File: src/rtl/usb_ls_tx_pkg.sv
// Shared types and constants for the low-speed packet transmitter.
package usb_ls_tx_pkg;

    // Sequencer phases of one packet.
    typedef enum logic [2:0] {
        ST_IDLE,   // bus released
        ST_PREP,   // lines parked at J, drivers still off
        ST_LEAD,   // drivers on, J for one bit
        ST_DATA,   // coded symbols
        ST_SE0,    // end-of-packet, both lines low
        ST_EOPJ    // end-of-packet, trailing J
    } tx_state_e;

    // Sync byte as sent LSb first: seven zeros then a one.
    localparam logic [7:0] SYNC_BYTE = 8'h80;

    // Consecutive ones that force a stuffed symbol.
    localparam int STUFF_RUN = 6;

endpackage

File: src/rtl/usb_ls_bit_timer.sv
// Bit-period timer.
// Counts clocks while 'run' is high and flags the last clock of each
// symbol. Assumes BIT_CLKS >= 2. Clears whenever 'run' is low, so each
// phase that starts after a cleared period begins on a fresh symbol.
module usb_ls_bit_timer #(
    parameter int BIT_CLKS = 8
) (
    input  logic clk,
    input  logic rst_n,
    input  logic run,
    output logic tick
);
    localparam int CW = (BIT_CLKS > 2) ? $clog2(BIT_CLKS) : 1;
    localparam logic [CW-1:0] LAST = CW'(BIT_CLKS - 1);

    logic [CW-1:0] cnt;

    // Clock counter within the current symbol, wrapping at the bit length.
    always_ff @(posedge clk) begin
        if (!rst_n || !run) begin
            cnt <= '0;
        end else if (cnt == LAST) begin
            cnt <= '0;
        end else begin
            cnt <= cnt + 1'b1;
        end
    end

    assign tick = run && (cnt == LAST);

endmodule

File: src/rtl/usb_ls_byte_feed.sv
// Byte feeder and bit serialiser.
// Starts every packet with the sync byte and then presents payload bits
// LSb first. The next byte is fetched from the buffer (one-cycle read
// latency) while bit 0 of the current byte is being consumed. In handshake
// mode the single PID byte is preloaded and the buffer is never read.
module usb_ls_byte_feed
    import usb_ls_tx_pkg::*;
#(
    parameter int CNT_W = 8
) (
    input  logic             clk,
    input  logic             rst_n,
    input  logic             load,
    input  logic             hs_mode,
    input  logic [7:0]       hs_pid,
    input  logic [CNT_W-1:0] byte_count,
    input  logic             consume,
    input  logic [7:0]       rd_data,
    output logic             cur_bit,
    output logic             have_bits,
    output logic             rd_en
);
    logic [7:0]       cur_q;
    logic [7:0]       nxt_q;
    logic [2:0]       bit_idx;
    logic [CNT_W-1:0] bytes_rem;
    logic             hs_q;
    logic             fetch_pend;

    // Shift register, byte bookkeeping and buffer fetch sequencing.
    always_ff @(posedge clk) begin
        if (!rst_n) begin
            cur_q      <= '0;
            nxt_q      <= '0;
            bit_idx    <= '0;
            bytes_rem  <= '0;
            hs_q       <= 1'b0;
            fetch_pend <= 1'b0;
            have_bits  <= 1'b0;
            rd_en      <= 1'b0;
        end else if (load) begin
            cur_q      <= SYNC_BYTE;
            bit_idx    <= '0;
            have_bits  <= 1'b1;
            hs_q       <= hs_mode;
            fetch_pend <= 1'b0;
            rd_en      <= 1'b0;
            if (hs_mode) begin
                bytes_rem <= CNT_W'(1);
                nxt_q     <= hs_pid;
            end else begin
                bytes_rem <= (byte_count == '0) ? '0 : byte_count - CNT_W'(1);
            end
        end else begin
            rd_en      <= consume && (bit_idx == 3'd0) && (bytes_rem != '0) && !hs_q;
            fetch_pend <= rd_en;
            if (fetch_pend) begin
                nxt_q <= rd_data;
            end
            if (consume) begin
                if (bit_idx == 3'd7) begin
                    bit_idx <= '0;
                    if (bytes_rem != '0) begin
                        cur_q     <= nxt_q;
                        bytes_rem <= bytes_rem - CNT_W'(1);
                    end else begin
                        have_bits <= 1'b0;
                    end
                end else begin
                    cur_q   <= {1'b0, cur_q[7:1]};
                    bit_idx <= bit_idx + 3'd1;
                end
            end
        end
    end

    assign cur_bit = cur_q[0];

endmodule

File: src/rtl/usb_ls_nrzi_stuff.sv
// NRZI line coder with bit stuffing.
// Holds the line state (1 = J, 0 = K). Each 'step' emits one symbol:
// a stuffed toggle when six ones have been sent in a row, otherwise the
// coded data bit, which is then reported as consumed.
module usb_ls_nrzi_stuff
    import usb_ls_tx_pkg::*;
(
    input  logic clk,
    input  logic rst_n,
    input  logic init,
    input  logic step,
    input  logic data_bit,
    output logic line_j,
    output logic consume,
    output logic stuff_due
);
    logic [2:0] ones;

    assign stuff_due = (ones == 3'(STUFF_RUN));
    assign consume   = step && !stuff_due;

    // Line state and run-of-ones counter.
    always_ff @(posedge clk) begin
        if (!rst_n || init) begin
            line_j <= 1'b1;
            ones   <= '0;
        end else if (step) begin
            if (stuff_due) begin
                line_j <= ~line_j;
                ones   <= '0;
            end else if (!data_bit) begin
                line_j <= ~line_j;
                ones   <= '0;
            end else begin
                ones   <= ones + 3'd1;
            end
        end
    end

endmodule

File: src/rtl/usb_ls_tx.sv
// Low-speed USB packet transmitter (top).
// Sequences park-at-J, driver enable, coded packet, SE0, J and release.
// Commits the pending device address only when a data packet ends.
// Assumes a 12 MHz clock with BIT_CLKS = 8 for 1.5 Mb/s signalling.
module usb_ls_tx
    import usb_ls_tx_pkg::*;
#(
    parameter int BIT_CLKS = 8,
    parameter int CNT_W    = 8,
    parameter int ADDR_W   = 7
) (
    input  logic              clk,
    input  logic              rst_n,
    input  logic              start,
    input  logic              hs_sel,
    input  logic [7:0]        hs_pid,
    input  logic [CNT_W-1:0]  byte_count,
    output logic              rd_en,
    input  logic [7:0]        rd_data,
    input  logic [ADDR_W-1:0] pend_addr,
    output logic [ADDR_W-1:0] dev_addr,
    output logic              usb_dp,
    output logic              usb_dm,
    output logic              usb_oe,
    output logic              busy,
    output logic              done
);
    tx_state_e         state;
    logic              se0_half;
    logic              hs_q;
    logic              done_q;
    logic [ADDR_W-1:0] addr_q;

    logic accept;
    logic timer_run;
    logic tick;
    logic cur_bit;
    logic have_bits;
    logic line_j;
    logic consume;
    logic stuff_due;
    logic more;
    logic sym_step;

    assign accept    = start && (state == ST_IDLE);
    assign timer_run = (state == ST_LEAD) || (state == ST_DATA) ||
                       (state == ST_SE0)  || (state == ST_EOPJ);
    assign more      = have_bits || stuff_due;
    assign sym_step  = tick && ((state == ST_LEAD) || ((state == ST_DATA) && more));

    usb_ls_bit_timer #(
        .BIT_CLKS (BIT_CLKS)
    ) u_timer (
        .clk   (clk),
        .rst_n (rst_n),
        .run   (timer_run),
        .tick  (tick)
    );

    usb_ls_byte_feed #(
        .CNT_W (CNT_W)
    ) u_feed (
        .clk        (clk),
        .rst_n      (rst_n),
        .load       (accept),
        .hs_mode    (hs_sel),
        .hs_pid     (hs_pid),
        .byte_count (byte_count),
        .consume    (consume),
        .rd_data    (rd_data),
        .cur_bit    (cur_bit),
        .have_bits  (have_bits),
        .rd_en      (rd_en)
    );

    usb_ls_nrzi_stuff u_coder (
        .clk       (clk),
        .rst_n     (rst_n),
        .init      (accept),
        .step      (sym_step),
        .data_bit  (cur_bit),
        .line_j    (line_j),
        .consume   (consume),
        .stuff_due (stuff_due)
    );

    // Packet phase sequencer, done pulse and address commit.
    always_ff @(posedge clk) begin
        if (!rst_n) begin
            state    <= ST_IDLE;
            se0_half <= 1'b0;
            hs_q     <= 1'b0;
            done_q   <= 1'b0;
            addr_q   <= '0;
        end else begin
            done_q <= 1'b0;
            case (state)
                ST_IDLE: begin
                    if (start) begin
                        state <= ST_PREP;
                        hs_q  <= hs_sel;
                    end
                end
                ST_PREP: state <= ST_LEAD;
                ST_LEAD: begin
                    if (tick) state <= ST_DATA;
                end
                ST_DATA: begin
                    if (tick && !more) begin
                        state    <= ST_SE0;
                        se0_half <= 1'b0;
                    end
                end
                ST_SE0: begin
                    if (tick) begin
                        if (se0_half) state <= ST_EOPJ;
                        else          se0_half <= 1'b1;
                    end
                end
                ST_EOPJ: begin
                    if (tick) begin
                        state  <= ST_IDLE;
                        done_q <= 1'b1;
                        if (!hs_q) addr_q <= pend_addr;
                    end
                end
                default: state <= ST_IDLE;
            endcase
        end
    end

    // Line pin values for each phase.
    always_comb begin
        usb_oe = timer_run;
        case (state)
            ST_PREP, ST_LEAD, ST_EOPJ: begin
                usb_dp = 1'b0;
                usb_dm = 1'b1;
            end
            ST_DATA: begin
                usb_dp = ~line_j;
                usb_dm = line_j;
            end
            default: begin
                usb_dp = 1'b0;
                usb_dm = 1'b0;
            end
        endcase
    end

    assign busy     = (state != ST_IDLE);
    assign done     = done_q;
    assign dev_addr = addr_q;

endmodule

File: config.mk
export PLATFORM = sky130hd
export DESIGN_NAME = usb_ls_tx
export DESIGN_NICKNAME = d
export VERILOG_FILES = /design/src/rtl/usb_ls_tx_pkg.sv /design/src/rtl/usb_ls_bit_timer.sv /design/src/rtl/usb_ls_byte_feed.sv /design/src/rtl/usb_ls_nrzi_stuff.sv /design/src/rtl/usb_ls_tx.sv
export SDC_FILE = /design/constraint.sdc
export NUM_CORES = 1
export LEC_CHECK = 0
export BUFFER_PORTS_ARGS = -buffer_cell sky130_fd_sc_hd__buf_2
export CAP_MARGIN = 20
export CORE_MARGIN = 2
export CORE_UTILIZATION = 45
export CTS_CLUSTER_DIAMETER = 30
export CTS_CLUSTER_SIZE = 10
export DETAILED_ROUTE_END_ITERATION = 6
export PLACE_DENSITY = 0.62
export SKIP_LAST_GASP = 1
export SLEW_MARGIN = 10
export SYNTH_ARGS = -nofsm -noshare
export SYNTH_HDL_FRONTEND = slang
export SYNTH_SLANG_ARGS = --single-unit
File: constraint.sdc
create_clock -name clk -period 2.7 [get_ports clk]
set_input_delay 0.135 -clock clk [delete_from_list [all_inputs] [get_ports clk]]
set_output_delay 0.135 -clock clk [all_outputs]
set_load 0.03 [all_outputs]
Word level (Yosys, flattened, before mapping):

Index checks and enable logic that the tools add are counted.
Widths: inputs -> output; s select.

* register bits after elaboration: 51
* output and inout bits: 13

* add/sub/neg operators: 5
* eq/ne operators: 19
* mux-type cells: 35
* bitwise logic cells: 3
* reduce and logical (&&, ||, !) cells: 45

Operator list (number)
* $mux 8: 13
* $mux 3: 9
* $pmux 3 s6: 1
* $ne 2x2->1 const B: 8
* $sub 8x1->8 const B: 2
* $eq 3x3->1 const B: 5
* $reduce_and 2->1: 6
* $reduce_and 3->1: 4
* $mux 1: 10
* $reduce_bool 2->1: 5
* $add 3x1->3 const B: 3
* $logic_and 1x1->1: 9
* $logic_not 8->1: 1
* $reduce_bool 8->1: 1
* $logic_or 1x1->1: 7
* $eq 3x2->1 const B: 2
* $logic_not 3->1: 2
* $reduce_and 6->1: 1
* $logic_not 1->1: 5
* $ne 2x1->1 const B: 2
* $pmux 1 s2: 2
* $reduce_or 2->1: 2
* $eq 3x1->1 const B: 1
* $ne 3x2->1 const B: 1
* 3 further kinds: 5

Longest topological paths before layout:

Gate-level depths: netlist of run 1.

* depth in word-level cells: 10
* mapped depth: 10

Cells and area by module:

From an unflattened synthesis of run 1, not the netlist that was laid out.

* cells, all modules: 296
* area, all modules: 2682.6 um^2

By module, submodules not included
* usb_ls_byte_feed: instances 1, cells an instance 193, area each 1700.4 um^2, sequential area each 620.6 um^2
* usb_ls_tx: instances 1, cells an instance 71, area each 628.1 um^2, sequential area each 260.2 um^2
* usb_ls_nrzi_stuff: instances 1, cells an instance 23, area each 226.5 um^2, sequential area each 80.1 um^2
* usb_ls_bit_timer: instances 1, cells an instance 9, area each 127.6 um^2, sequential area each 60.1 um^2

Least setup slack after synthesis of run 1:

No wires, ideal clock.

* kind: reg-to-reg
* start: register u_feed.bit_idx[0]
* end: register u_feed.bytes_rem[4]
* arrival time: 1.870 ns
* data required time: 2.575 ns
* path slack: 0.705 ns
* cell stages (with the launch flop): 11
* buffers on the path: 3
* period minus slack after synthesis: 1.995 ns
* cell sequence: dfxtp_1 > ha_1 > ha_1 > buf_2 > inv_1 > and4bb_1 > buf_4 > and2_1 > buf_4 > a311oi_1 > nor3_1

* word-level cells in the longest chain between the ends: 3

Ends and longest elaborated chain
* from (decl): RTL line usb_ls_byte_feed.sv:25 `logic [2:0] bit_idx;`
* from (signal assigned): RTL line usb_ls_byte_feed.sv:71 `bit_idx <= bit_idx + 3'd1;`
* $eq 3x3->1: RTL line usb_ls_byte_feed.sv:61 `if (bit_idx == 3'd7) begin`
* $reduce_bool 2->1 (no source line)
* $reduce_and 3->1 (no source line)
* to (signal assigned): RTL line usb_ls_byte_feed.sv:52 `bytes_rem <= (byte_count == '0) ? '0 : byte_count - CNT_W'(1);`
* to (signal assigned): RTL line usb_ls_byte_feed.sv:65 `bytes_rem <= bytes_rem - CNT_W'(1);`
* to (decl): RTL line usb_ls_byte_feed.sv:26 `logic [CNT_W-1:0] bytes_rem;`

No other way between the ends.
A chain may end at the register's enable or synchronous reset.

Worst setup path after layout of run 1:

* start: register state[1]
* end: register u_feed.bytes_rem[4]

* word-level cells in the longest chain between the ends: 9
* elaborated cells on any way between the ends: 19
* those cells by class: 4 x eq/ne; 1 x mux; 14 x reduce/logical

Ends and longest elaborated chain
* from (decl): RTL line usb_ls_tx.sv:28 `tx_state_e state;`
* from (signal assigned): RTL line usb_ls_tx.sv:90 `state <= ST_IDLE;`
* from (signal assigned): RTL line usb_ls_tx.sv:100 `state <= ST_PREP;`
* from (signal assigned): RTL line usb_ls_tx.sv:104 `ST_PREP: state <= ST_LEAD;`
* $eq 3x2->1: RTL line usb_ls_tx.sv:46, usb_ls_tx.sv:49
* $logic_or 1x1->1 (2 in a row): RTL line usb_ls_tx.sv:46 `assign timer_run = (state == ST_LEAD) || (state == ST_DATA) ||`
* $logic_or 1x1->1: RTL line usb_ls_tx.sv:47 `(state == ST_SE0) || (state == ST_EOPJ);`
* $logic_and 1x1->1: RTL line usb_ls_bit_timer.sv:29 `assign tick = run && (cnt == LAST);`
* $logic_and 1x1->1: RTL line usb_ls_tx.sv:49 `assign sym_step = tick && ((state == ST_LEAD) || ((state == ST_DATA) && more));`
* $logic_and 1x1->1: RTL line usb_ls_nrzi_stuff.sv:20 `assign consume = step && !stuff_due;`
* $reduce_bool 2->1 (no source line)
* $reduce_and 3->1 (no source line)

Several ways; a longest one is shown, not always the timed one.

==> summary.md, run 1 <==
| Metric | Value |
|---|---|
| Status | complete, no violations |
| HP Class | primary input to flip-flop |
| Critical Path Max Stage Delay | 0.67 ns |
| Min cycle time layout | 2.10 ns |
| Sequential fraction of the synthesis area | 0.369 |
| Final Power | 1.69 mW |
| Primary FF master, synth | dfxtp_1 |
| Setup slack after layout | 0.598 ns |
| Syn Nets | 355 |
| Post-route setup TNS | 0 ns |
| Vias in the first global route | 2214 |
| Port bufs | 47 |
| Worst-case vdd ir drop | 0.000289 V |
| Initial antenna violation count | 0 |
| Crit-path cells | nand3b_1, and4bb_1, and2_1, a311oi_1, nor3_1 |
| Global route overflow | 0 |
| WP data arrival | 2.34 ns |
| # rows | 28 |
| Share of the synthesized area in the top cell type | 0.369 |
| Setup Skew | 0.00804 ns |
| Fraction of layout cells with a size suffix above 1 | 0.230 |
| Via-per-instance ratio | 5.44 |
| Cell taking the most area after synthesis | dfxtp_1 |
| Final slew viol count | 0 |
| Largest net degree at the start of global routing | 25 |
| Hold slack | 0.0575 ns |
| HPWL Detailed | 4.25 mm |
| Syn Area/Cell | 8.79 µm² |
| Required time worst endpoint | 2.94 ns |
| Critical path fanouts, max | 15 |
| Starting DRT DRC Count | 94 |
| Final period utilization | 0.779 |
| Worst Setup Start Kind | flip-flop |
| Pre-CTS WS | 0.672 ns |
| Setup Buffers After CTS | 0 |
| Crit end category | flip-flop |
| Slowest-stage cell, CP | dfxtp_1 |
| Placed cells | 419 |
| CTS resizes | 0 |
| Util after Layout | 0.528 |
| RSZ-0062 raised after global routing | no |
| Warnings, synthesis | 0 |
| Clk slew on worst S/H paths | 0.10 ns |
| Ys async rst share | 0 |
| Syn Inst Count | 309 |
| CP Class | flip-flop to flip-flop |
| Final Hold Viols | 0 |
| DRT Wirelength | 5.78 mm |
| Gpl congestion | 0.788 |
| Core area | 5890 µm² |
| First-pass GRT wire length | 9.65 mm |
| PwrDens | 546 nW/µm² |
| CTS tree | yes |
| Initial Util | 0.461 |
| Post-synth EDFFs | 0 |
| I/O Pins | 48 |
| Cell Count, Final, Fillers Out | 427 |
| Die W | 81.7 µm |
| Post-synth cell types | 60 |
| Synth area leaders | dfxtp_1 37%, nor2_1 5.8%, mux2i_1 5.5% |
| CTS Sinks | 50 |
| CTS max path bufs | 2 |
| DR WL/cell | 13.5 µm |
| Drt drc | 0 |
| Total GRT Usage | 0.185 |
| Finished Cell Area | 3110 µm² |
| Area delta synth->final | 14.4% |
| Diode count | 0 |
| Most frequent cell after synthesis | dfxtp_1 |
| Nets@finish | 397 |
| Max-cap violations | 0 |
| FF+latch count, synth | 50 |
| Mapped cell area | 2720 µm² |
| Root Driver | clkbuf_8 |
| Worst skew pair latency | 0.31 ns |
| Hold buffer count at cts | 0 |
| ANT nets after route | 0 |
| Leak Pwr | 1.21 nW |
| Chip height | 81.7 µm |
| Dpl cell area | 2970 µm² |
| TritonRoute pass-1 iters | 4 |
| Slew HR | 0.573 |
| Commonest cells in the synthesized netlist | 50 x dfxtp_1, 42 x nor2_1, 32 x nand2_1, 21 x a21oi_1, 15 x mux2i_1 |
| Worst-Margin Slew | 0.635 ns |
| Routed via count | 2325 |
| Total CTS buffers | 5 |
| Fmax | 476 MHz |
| Die area | 6670 µm² |
| Setup violators final | 0 |
| CTS H-Tree Depth | 2 |
==> layout make-up <==
type / count / area (µm²)
well taps: 75 / 93.8
inverters: 12 / 45.0
fillers: 568 / 2780
clock inverters: 3 / 68.8
repair buffers: 52 / 273
multi-input cells: 230 / 1560
clock buffers: 5 / 68.8
flip-flops and latches: 50 / 1000
==> critical path, delay by kind of cell, from the launching register on <==
| family | cells | cell delay [ns] |
|---|---|---|
| flip-flops | 1 | 0.67 |
| AO/OA/AOI/OAI | 1 | 0.14 |
| AND/OR/NAND/NOR | 4 | 1.22 |
==> layout by cell type, fill, tap and decap left out, types with 3 or more instances in the layout <==
cell / Yosys / layout
a211oi_1: 9 / 9
a21oi_1: 21 / 21
a311oi_2: 8 / 8
and2_1: 4 / 4
buf_2: 4 / 47
buf_4: 2 / 5
clkbuf_8: 0 / 5
dfxtp_1: 50 / 50
ha_1: 11 / 11
inv_1: 12 / 12
mux2i_1: 15 / 15
nand2_1: 32 / 32
nand2_2: 3 / 3
nand2b_1: 4 / 4
nand3_1: 5 / 5
nand4_1: 5 / 5
nor2_1: 42 / 42
nor2b_1: 4 / 4
nor3_1: 7 / 7
o21ai_0: 7 / 7
o22ai_1: 3 / 3
o31ai_1: 3 / 3
xnor2_1: 4 / 4
==> per-layer routing <==
| layer | GRT usage | part of all wire | vias to the layer above |
|---|---|---|---|
| li1 | - | - | 1185 |
| met4 | 0.0667 | 0.016 | 0 |
| met1 | 0.240 | 0.48 | 1084 |
| met2 | 0.302 | 0.46 | 46 |
| met5 | 0 | 0 | - |
| met3 | 0.0407 | 0.043 | 10 |
==> final timing paths <==
check	cells past startpoint	end	startpoint	slack, ns
max	5	u_feed.bytes_rem[4]	state[1]	0.60
min	3	dev_addr[0]	pend_addr[0]	0.06
max reg2reg	5	u_feed.bytes_rem[4]	state[1]	0.60
min reg2reg	1	u_timer.cnt[0]	u_timer.cnt[0]	0.43
==> where the power goes <==
group	switching, mW	internal, mW	total (mW)	leakage (nW)
sequential	0.0316	0.765	0.796	0.406
combinational	0.152	0.108	0.260	0.738
clock	0.267	0.371	0.638	0.0683
total	0.451	1.24	1.69	1.21
==> registers in the layout, summed over array words and instances, names as in the netlist, 3 cells and up <==
name / count
dev_addr: 7
state: 3
u_coder.ones: 3
u_feed.bit_idx: 3
u_feed.bytes_rem: 8
u_feed.cur_q: 8
u_feed.nxt_q: 8
u_timer.cnt: 3
==> kinds of logic (layout without fill, tap and decap cells) <==
| kind of cell | after synthesis | count (layout) | share of synthesized area |
|---|---|---|---|
| simple gates | 128 | 128 | 0.254 |
| compound gates | 69 | 69 | 0.189 |
| mux | 16 | 16 | 0.0594 |
| flops | 50 | 50 | 0.369 |
| buf+inv | 29 | 72 | 0.0585 |
| xor+xnor | 6 | 6 | 0.0194 |
| fa+ha+maj | 11 | 11 | 0.0507 |
(Power assumes the default switching activity.)
==> run 2: changes to the inputs <==
--- a/config.mk
+++ b/config.mk
@@ -5,6 +5,7 @@
 export SDC_FILE = /design/constraint.sdc
 export NUM_CORES = 1
 export LEC_CHECK = 0
+export ABC_AREA = 1
 export BUFFER_PORTS_ARGS = -buffer_cell sky130_fd_sc_hd__buf_2
 export CAP_MARGIN = 20
 export CORE_MARGIN = 2
@@ -12,7 +13,7 @@
 export CTS_CLUSTER_DIAMETER = 30
 export CTS_CLUSTER_SIZE = 10
 export DETAILED_ROUTE_END_ITERATION = 6
-export PLACE_DENSITY = 0.62
+export PLACE_DENSITY = 0.65
 export SKIP_LAST_GASP = 1
 export SLEW_MARGIN = 10
 export SYNTH_ARGS = -nofsm -noshare
==> constraint.sdc (replaced) <==
create_clock -name clk -period 1.7 [get_ports clk]
set_input_delay 0.085 -clock clk [delete_from_list [all_inputs] [get_ports clk]]
set_output_delay 0.085 -clock clk [all_outputs]
set_load 0.03 [all_outputs]
==> summary.md, run 2 <==
| Metric | Value |
|---|---|
| TritonRoute pass-1 iters | 4 (unchanged) |
| FF+latch count, synth | 50 (unchanged) |
| Crit end category | flip-flop (unchanged) |
| Syn Inst Count | 415 (was 309) |
| Max-cap violations | 0 (unchanged) |
| Chip height | 83.1 µm (was 81.7 µm) |
| Drt drc | 0 (unchanged) |
| Nets@finish | 522 (was 397) |
| Root Driver | clkbuf_8 (unchanged) |
| HPWL Detailed | 4.66 mm (was 4.25 mm) |
| Vias in the first global route | 2493 (was 2214) |
| Setup violators final | 0 (unchanged) |
| Pre-CTS WS | 0.0381 ns (was 0.672 ns) |
| CTS H-Tree Depth | 2 (unchanged) |
| Syn Nets | 461 (was 355) |
| CTS Sinks | 50 (unchanged) |
| Primary FF master, synth | dfxtp_1 (unchanged) |
| Starting DRT DRC Count | 99 (was 94) |
| Clk slew on worst S/H paths | 0.09 ns (was 0.10 ns) |
| Worst Setup Start Kind | flip-flop (unchanged) |
| Most common cell after layout, fill and taps aside | nand2_1 (was dfxtp_1) |
| DR WL/cell | 11.0 µm (was 13.5 µm) |
| PwrDens | 1260 nW/µm² (was 546 nW/µm²) |
| Slew HR | 0.727 (was 0.573) |
| Leak Pwr | 1.58 nW (was 1.21 nW) |
| Most frequent cells in the layout | 105 x nand2_1, 69 x nor2_1, 48 x dfxtp_1 (was 50 x dfxtp_1, 47 x buf_2, 42 x nor2_1) |
| Die area | 6910 µm² (was 6670 µm²) |
| Util after Layout | 0.553 (was 0.528) |
| I/O Pins | 48 (unchanged) |
| Core area | 5990 µm² (was 5890 µm²) |
| Setup slack after layout | 0.0781 ns (was 0.598 ns) |
| Synth area leaders | dfxtp_1 36%, nand2_1 14%, nor2_1 9.2% (was dfxtp_1 37%, nor2_1 5.8%, mux2i_1 5.5%) |
| Ys async rst share | 0 (unchanged) |
| Worst-Margin Slew | 0.409 ns (was 0.635 ns) |
| Initial antenna violation count | 0 (unchanged) |
| Routed via count | 2690 (was 2325) |
| Setup Skew | 0.00844 ns (was 0.00804 ns) |
| Post-synth cell types | 36 (was 60) |
| Global route overflow | 0 (unchanged) |
| Commonest cells in the synthesized netlist | 106 x nand2_1, 69 x nor2_1, 50 x dfxtp_1, 42 x inv_1, 31 x o21ai_0 (was 50 x dfxtp_1, 42 x nor2_1, 32 x nand2_1, 21 x a21oi_1, 15 x mux2i_1) |
| Share of the synthesized area in the top cell type | 0.355 (was 0.369) |
| Via-per-instance ratio | 4.88 (was 5.44) |
| Post-synth EDFFs | 0 (unchanged) |
| Worst skew pair latency | 0.30 ns (was 0.31 ns) |
| Total GRT Usage | 0.175 (was 0.185) |
| Mapped cell area | 2820 µm² (was 2720 µm²) |
| Warnings, synthesis | 0 (unchanged) |
| # rows | 28 (unchanged) |
| Critical path fanouts, max | 5 (was 15) |
| Final slew viol count | 0 (unchanged) |
| WP data arrival | 1.81 ns (was 2.34 ns) |
| DRT Wirelength | 6.09 mm (was 5.78 mm) |
| Cell taking the most area after synthesis | dfxtp_1 (unchanged) |
| Hold slack | 0.0427 ns (was 0.0575 ns) |
| Largest net degree at the start of global routing | 16 (was 25) |
| Most frequent cell after synthesis | nand2_1 (was dfxtp_1) |
| Reg area | 1000 µm² (about the same) |
| CTS max path bufs | 2 (unchanged) |
| Min cycle time layout | 1.62 ns (was 2.10 ns) |
| Fillcell total | 593 (was 568) |
| Fraction of layout cells with a size suffix above 1 | 0.218 (was 0.230) |
| CTS tree | yes (unchanged) |
| Worst-case vdd ir drop | 0.000637 V (was 0.000289 V) |
| RSZ-0062 raised after global routing | yes (was no) |
| Port bufs | 47 (unchanged) |
| CP Class | flip-flop to flip-flop (unchanged) |
| Area delta synth->final | 17.6% (was 14.4%) |
| Required time worst endpoint | 1.89 ns (was 2.94 ns) |
| Final period utilization | 0.954 (was 0.779) |
| Gpl congestion | 0.852 (was 0.788) |
| Final Hold Viols | 0 (unchanged) |
| First-pass GRT wire length | 10.3 mm (was 9.65 mm) |
| Die W | 83.1 µm (was 81.7 µm) |
| Syn Area/Cell | 6.79 µm² (was 8.79 µm²) |
| Sequential fraction of the synthesis area | 0.355 (was 0.369) |
| HP Class | primary input to flip-flop (unchanged) |
| Final Power | 4.19 mW (was 1.69 mW) |
| Largest regs | u_feed.bytes_rem: 8 flops, u_feed.cur_q: 8 flops, u_feed.nxt_q: 8 flops (unchanged) |
| Hold buffer count at cts | 0 (unchanged) |
| Area of the multi-input gates | 1610 µm² (was 1560 µm²) |
| Initial Util | 0.471 (was 0.461) |
| Status | complete, no violations (unchanged) |
| Fmax | 617 MHz (was 476 MHz) |
| ANT nets after route | 0 (unchanged) |
| Total CTS buffers | 5 (unchanged) |
| Diode count | 0 (unchanged) |
==> run 2: critical path: stages, from the launching register on <==
cell and delay [ns]:
dfxtp_2 0.34, ha_1 0.15, ha_1 0.16, inv_1 0.08, nor2_4 0.14, nand2_4 0.09
nor2_4 0.22, buf_6 0.13, a21oi_1 0.05, nor2_1 0.11, nor2_1 0.04
==> run 2: cells by family after synthesis <==
group           share of synthesized area
compound gates                      0.121
flops                               0.355
buf+inv                            0.0834
xor+xnor                           0.0186
simple gates                        0.373
fa+ha+maj                          0.0488
==> run 2: where the power goes <==
part	leakage [nW]	internal (mW)	switching [mW]	total [mW]
Combinational	1.13	0.724	1.31	2.03
Clock	0.0373	0.283	0.390	0.673
Sequential	0.407	1.35	0.139	1.48
==> run 2: repair_timing <==
action,in CTS,in global routing
gates resized for setup,0,12
setup endpoints to repair,0,18
buffers inserted,0,2
==> run 2: area by class of cell <==
cell class                 count  area share
multi-input combinational    311       0.487
sequential                    50       0.303
timing repair buffer          62       0.106
inverter                      46      0.0521
tap                           75      0.0283
clock buffer                   6      0.0219
clock inverter                 1     0.00226
==> run 2: stage by stage <==
stage	cell area, µm²	TNS (ns)	instances
after CTS	3260	0	548
final	3320	0	551
after global routing	3320	-0.0276	551
after floorplan	2820	0	415
after detailed placement	3180	0	541
after global placement	3180	0	541
==> run 2: path summary, 6_finish.rpt <==
check	from	end	slack [ns]	cells past startpoint
min reg2reg	u_timer.cnt[0]	u_timer.cnt[0]	0.41	1
min	pend_addr[6]	dev_addr[6]	0.04	3
max reg2reg	u_timer.cnt[0]	u_feed.cur_q[7]	0.08	10
max	u_timer.cnt[0]	u_feed.cur_q[7]	0.08	10
==> run 2: routing by layer <==
metal / share of wire / vias up / track usage
met4: 0.0090 / 0 / 0.0477
met1: 0.49 / 1220 / 0.226
met5: 0 / - / 0
met3: 0.024 / 5 / 0.0348
met2: 0.47 / 22 / 0.299
li1: - / 1443 / -
==> run 3: changes to the inputs <==
==> constraint.sdc (replaced) <==
create_clock -name clk -period 1.7 [get_ports clk]
set_input_delay 0.17 -clock clk [delete_from_list [all_inputs] [get_ports clk]]
set_output_delay 0.17 -clock clk [all_outputs]
set_load 0.03 [all_outputs]
==> summary.md, run 3 (synthesis results as in run 2) <==
| Metric | Value |
|---|---|
| Status | complete, no violations (unchanged) |
| Die W | 83.1 µm (unchanged) |
| Initial Util | 0.471 (unchanged) |
| Slew HR | 0.747 (was 0.727) |
| Gpl congestion | 0.852 (unchanged) |
| Diode count | 0 (unchanged) |
| Crit Reg-Reg Startpoint | u_timer.cnt[0] (unchanged) |
| Fraction of layout cells with a size suffix above 1 | 0.218 (unchanged) |
| Total GRT Usage | 0.175 (unchanged) |
| Final slew viol count | 0 (unchanged) |
| Fillcell total | 594 (was 593) |
| Initial antenna violation count | 0 (unchanged) |
| Core area | 5990 µm² (unchanged) |
| Util after Layout | 0.552 (was 0.553) |
| CTS max path bufs | 2 (unchanged) |
| Clk slew on worst S/H paths | 0.09 ns (about the same) |
| PwrDens | 1260 nW/µm² (about the same) |
| ANT nets after route | 0 (unchanged) |
| I/O Pins | 48 (unchanged) |
| CTS Sinks | 50 (unchanged) |
| DRT Wirelength | 6.06 mm (was 6.09 mm) |
| Most frequent cells in the layout | 105 x nand2_1, 69 x nor2_1, 47 x dfxtp_1, 47 x buf_2, 42 x inv_1 (was 105 x nand2_1, 69 x nor2_1, 48 x dfxtp_1) |
| Worst-case vdd ir drop | 0.000636 V (was 0.000637 V) |
| Crit end category | flip-flop (unchanged) |
| Drt drc | 0 (unchanged) |
| # rows | 28 (unchanged) |
| Worst-Margin Slew | 0.379 ns (was 0.409 ns) |
| First-pass GRT wire length | 10.3 mm (unchanged) |
| Worst skew pair latency | 0.30 ns (about the same) |
| Leak Pwr | 1.58 nW (about the same) |
| Area delta synth->final | 17.4% (was 17.6%) |
| Starting DRT DRC Count | 104 (was 99) |
| Largest net degree at the start of global routing | 16 (unchanged) |
| Port bufs | 47 (unchanged) |
| Critical path fanouts, max | 5 (unchanged) |
| WP data arrival | 1.82 ns (was 1.81 ns) |
| Nets@finish | 522 (unchanged) |
| Required time worst endpoint | 1.89 ns (about the same) |
| Setup Skew | 0.00811 ns (was 0.00844 ns) |
| Total CTS buffers | 5 (unchanged) |
| Slowest-stage cell, CP | dfxtp_2 (unchanged) |
| Worst path bufs/invs | 2 (unchanged) |
| Worst Setup Start Kind | flip-flop (unchanged) |
| Hold buffer count at cts | 0 (unchanged) |
| Vias in the first global route | 2493 (unchanged) |
| Max-cap violations | 0 (unchanged) |
| Placed cells | 541 (unchanged) |
| Most common cell after layout, fill and taps aside | nand2_1 (unchanged) |
| Critical Path Start | u_timer.cnt[0] (unchanged) |
| Final Hold Viols | 0 (unchanged) |
| HPWL Detailed | 4.66 mm (unchanged) |
| Routed via count | 2680 (was 2690) |
| Setup violators final | 0 (unchanged) |
| HP Class | primary input to flip-flop (unchanged) |
| CTS tree | yes (unchanged) |
| TritonRoute pass-1 iters | 4 (unchanged) |
| Crit-path cells | ha_1, ha_1, inv_1, nor2_4, nand2_4, nor2_4, buf_4, a21oi_1, nor2_1, nor2_1 (was ha_1, ha_1, inv_1, nor2_4, nand2_4, nor2_4, buf_6, a21oi_1, nor2_1, nor2_1) |
| Cell Count, Final, Fillers Out | 551 (unchanged) |
| DR WL/cell | 11.0 µm (about the same) |
| Chip height | 83.1 µm (unchanged) |
| Critical Path Max Stage Delay | 0.34 ns (about the same) |
| Via-per-instance ratio | 4.86 (was 4.88) |
| Largest regs | u_feed.bytes_rem: 8 flops, u_feed.cur_q: 8 flops, u_feed.nxt_q: 8 flops (unchanged) |
| Fmax | 611 MHz (was 617 MHz) |
| Root Driver | clkbuf_8 (unchanged) |
| Global route overflow | 0 (unchanged) |
| R2R setup slack | 0.06 ns (was 0.08 ns) |
| CTS H-Tree Depth | 2 (unchanged) |
| Final period utilization | 0.963 (was 0.954) |
| RSZ-0062 raised after global routing | yes (unchanged) |
| CP top delay family | simple AND/OR/NAND/NOR gates (unchanged) |
| Worst hold start | pend_addr[6] (unchanged) |
| CP Class | flip-flop to flip-flop (unchanged) |
| Die area | 6910 µm² (unchanged) |
| Min cycle time layout | 1.64 ns (was 1.62 ns) |
[run 3: power by group]
| group | switching, mW | leakage (nW) | internal, mW |
|---|---|---|---|
| sequential | 0.139 | 0.407 | 1.35 |
| clock | 0.388 | 0.0373 | 0.283 |
| combinational | 1.30 | 1.13 | 0.723 |
| total | 1.83 | 1.58 | 2.35 |
[run 3: cell type report]
class                   count  area [µm²]  share of cell area
multi-input cells         311        1610               0.487
repair buffers             62         348               0.105
clock buffers               6        72.6              0.0219
well taps                  75        93.8              0.0284
inverters                  46         173              0.0522
flip-flops and latches     50        1000               0.304
clock inverters             1        7.51             0.00227
[run 3: layer usage]
layer / vias to the layer above / routed length [µm] / global-route usage
met5: - / 0 / 0
met2: 28 / 2860 / 0.299
met1: 1203 / 2980 / 0.226
met4: 0 / 55 / 0.0477
li1: 1444 / - / -
met3: 5 / 164 / 0.0348
[run 3: timing repair]
action | in CTS | in global routing
resized for setup | 0 | 11
setup endpoints to repair | 0 | 19
endpoints found under the hold margin | 0 | 0
buffers inserted | 0 | 2
[run 3: path summary, 6_finish.rpt]
check	end	cells past startpoint
worst min-delay path	dev_addr[6]	3
worst max register to register	u_feed.cur_q[7]	10
worst max-delay path	u_feed.cur_q[7]	10
worst min register to register	u_timer.cnt[0]	1
[run 3: worst min-delay path, cell delays in order]
cell	delay [ns]
buf_2	0.09
nand3_1	0.07
a21oi_1	0.06
[run 3: through the flow]
| stage | power [mW] | instance area, µm² | setup WS [ns] | hold WS (ns) | TNS (ns) |
|---|---|---|---|---|---|
| floorplan | 3.03 | 2820 | 0.131 | 0.310 | 0 |
| global placement | 3.49 | 3180 | 0.116 | 0.407 | 0 |
| detailed placement | 3.50 | 3180 | 0.0381 | 0.412 | 0 |
| CTS | 4.18 | 3260 | 0.0312 | 0.121 | 0 |
| global route | 4.58 | 3310 | -0.0337 | 0.128 | -0.0372 |
| finish | 4.18 | 3310 | 0.0633 | 0.127 | 0 |
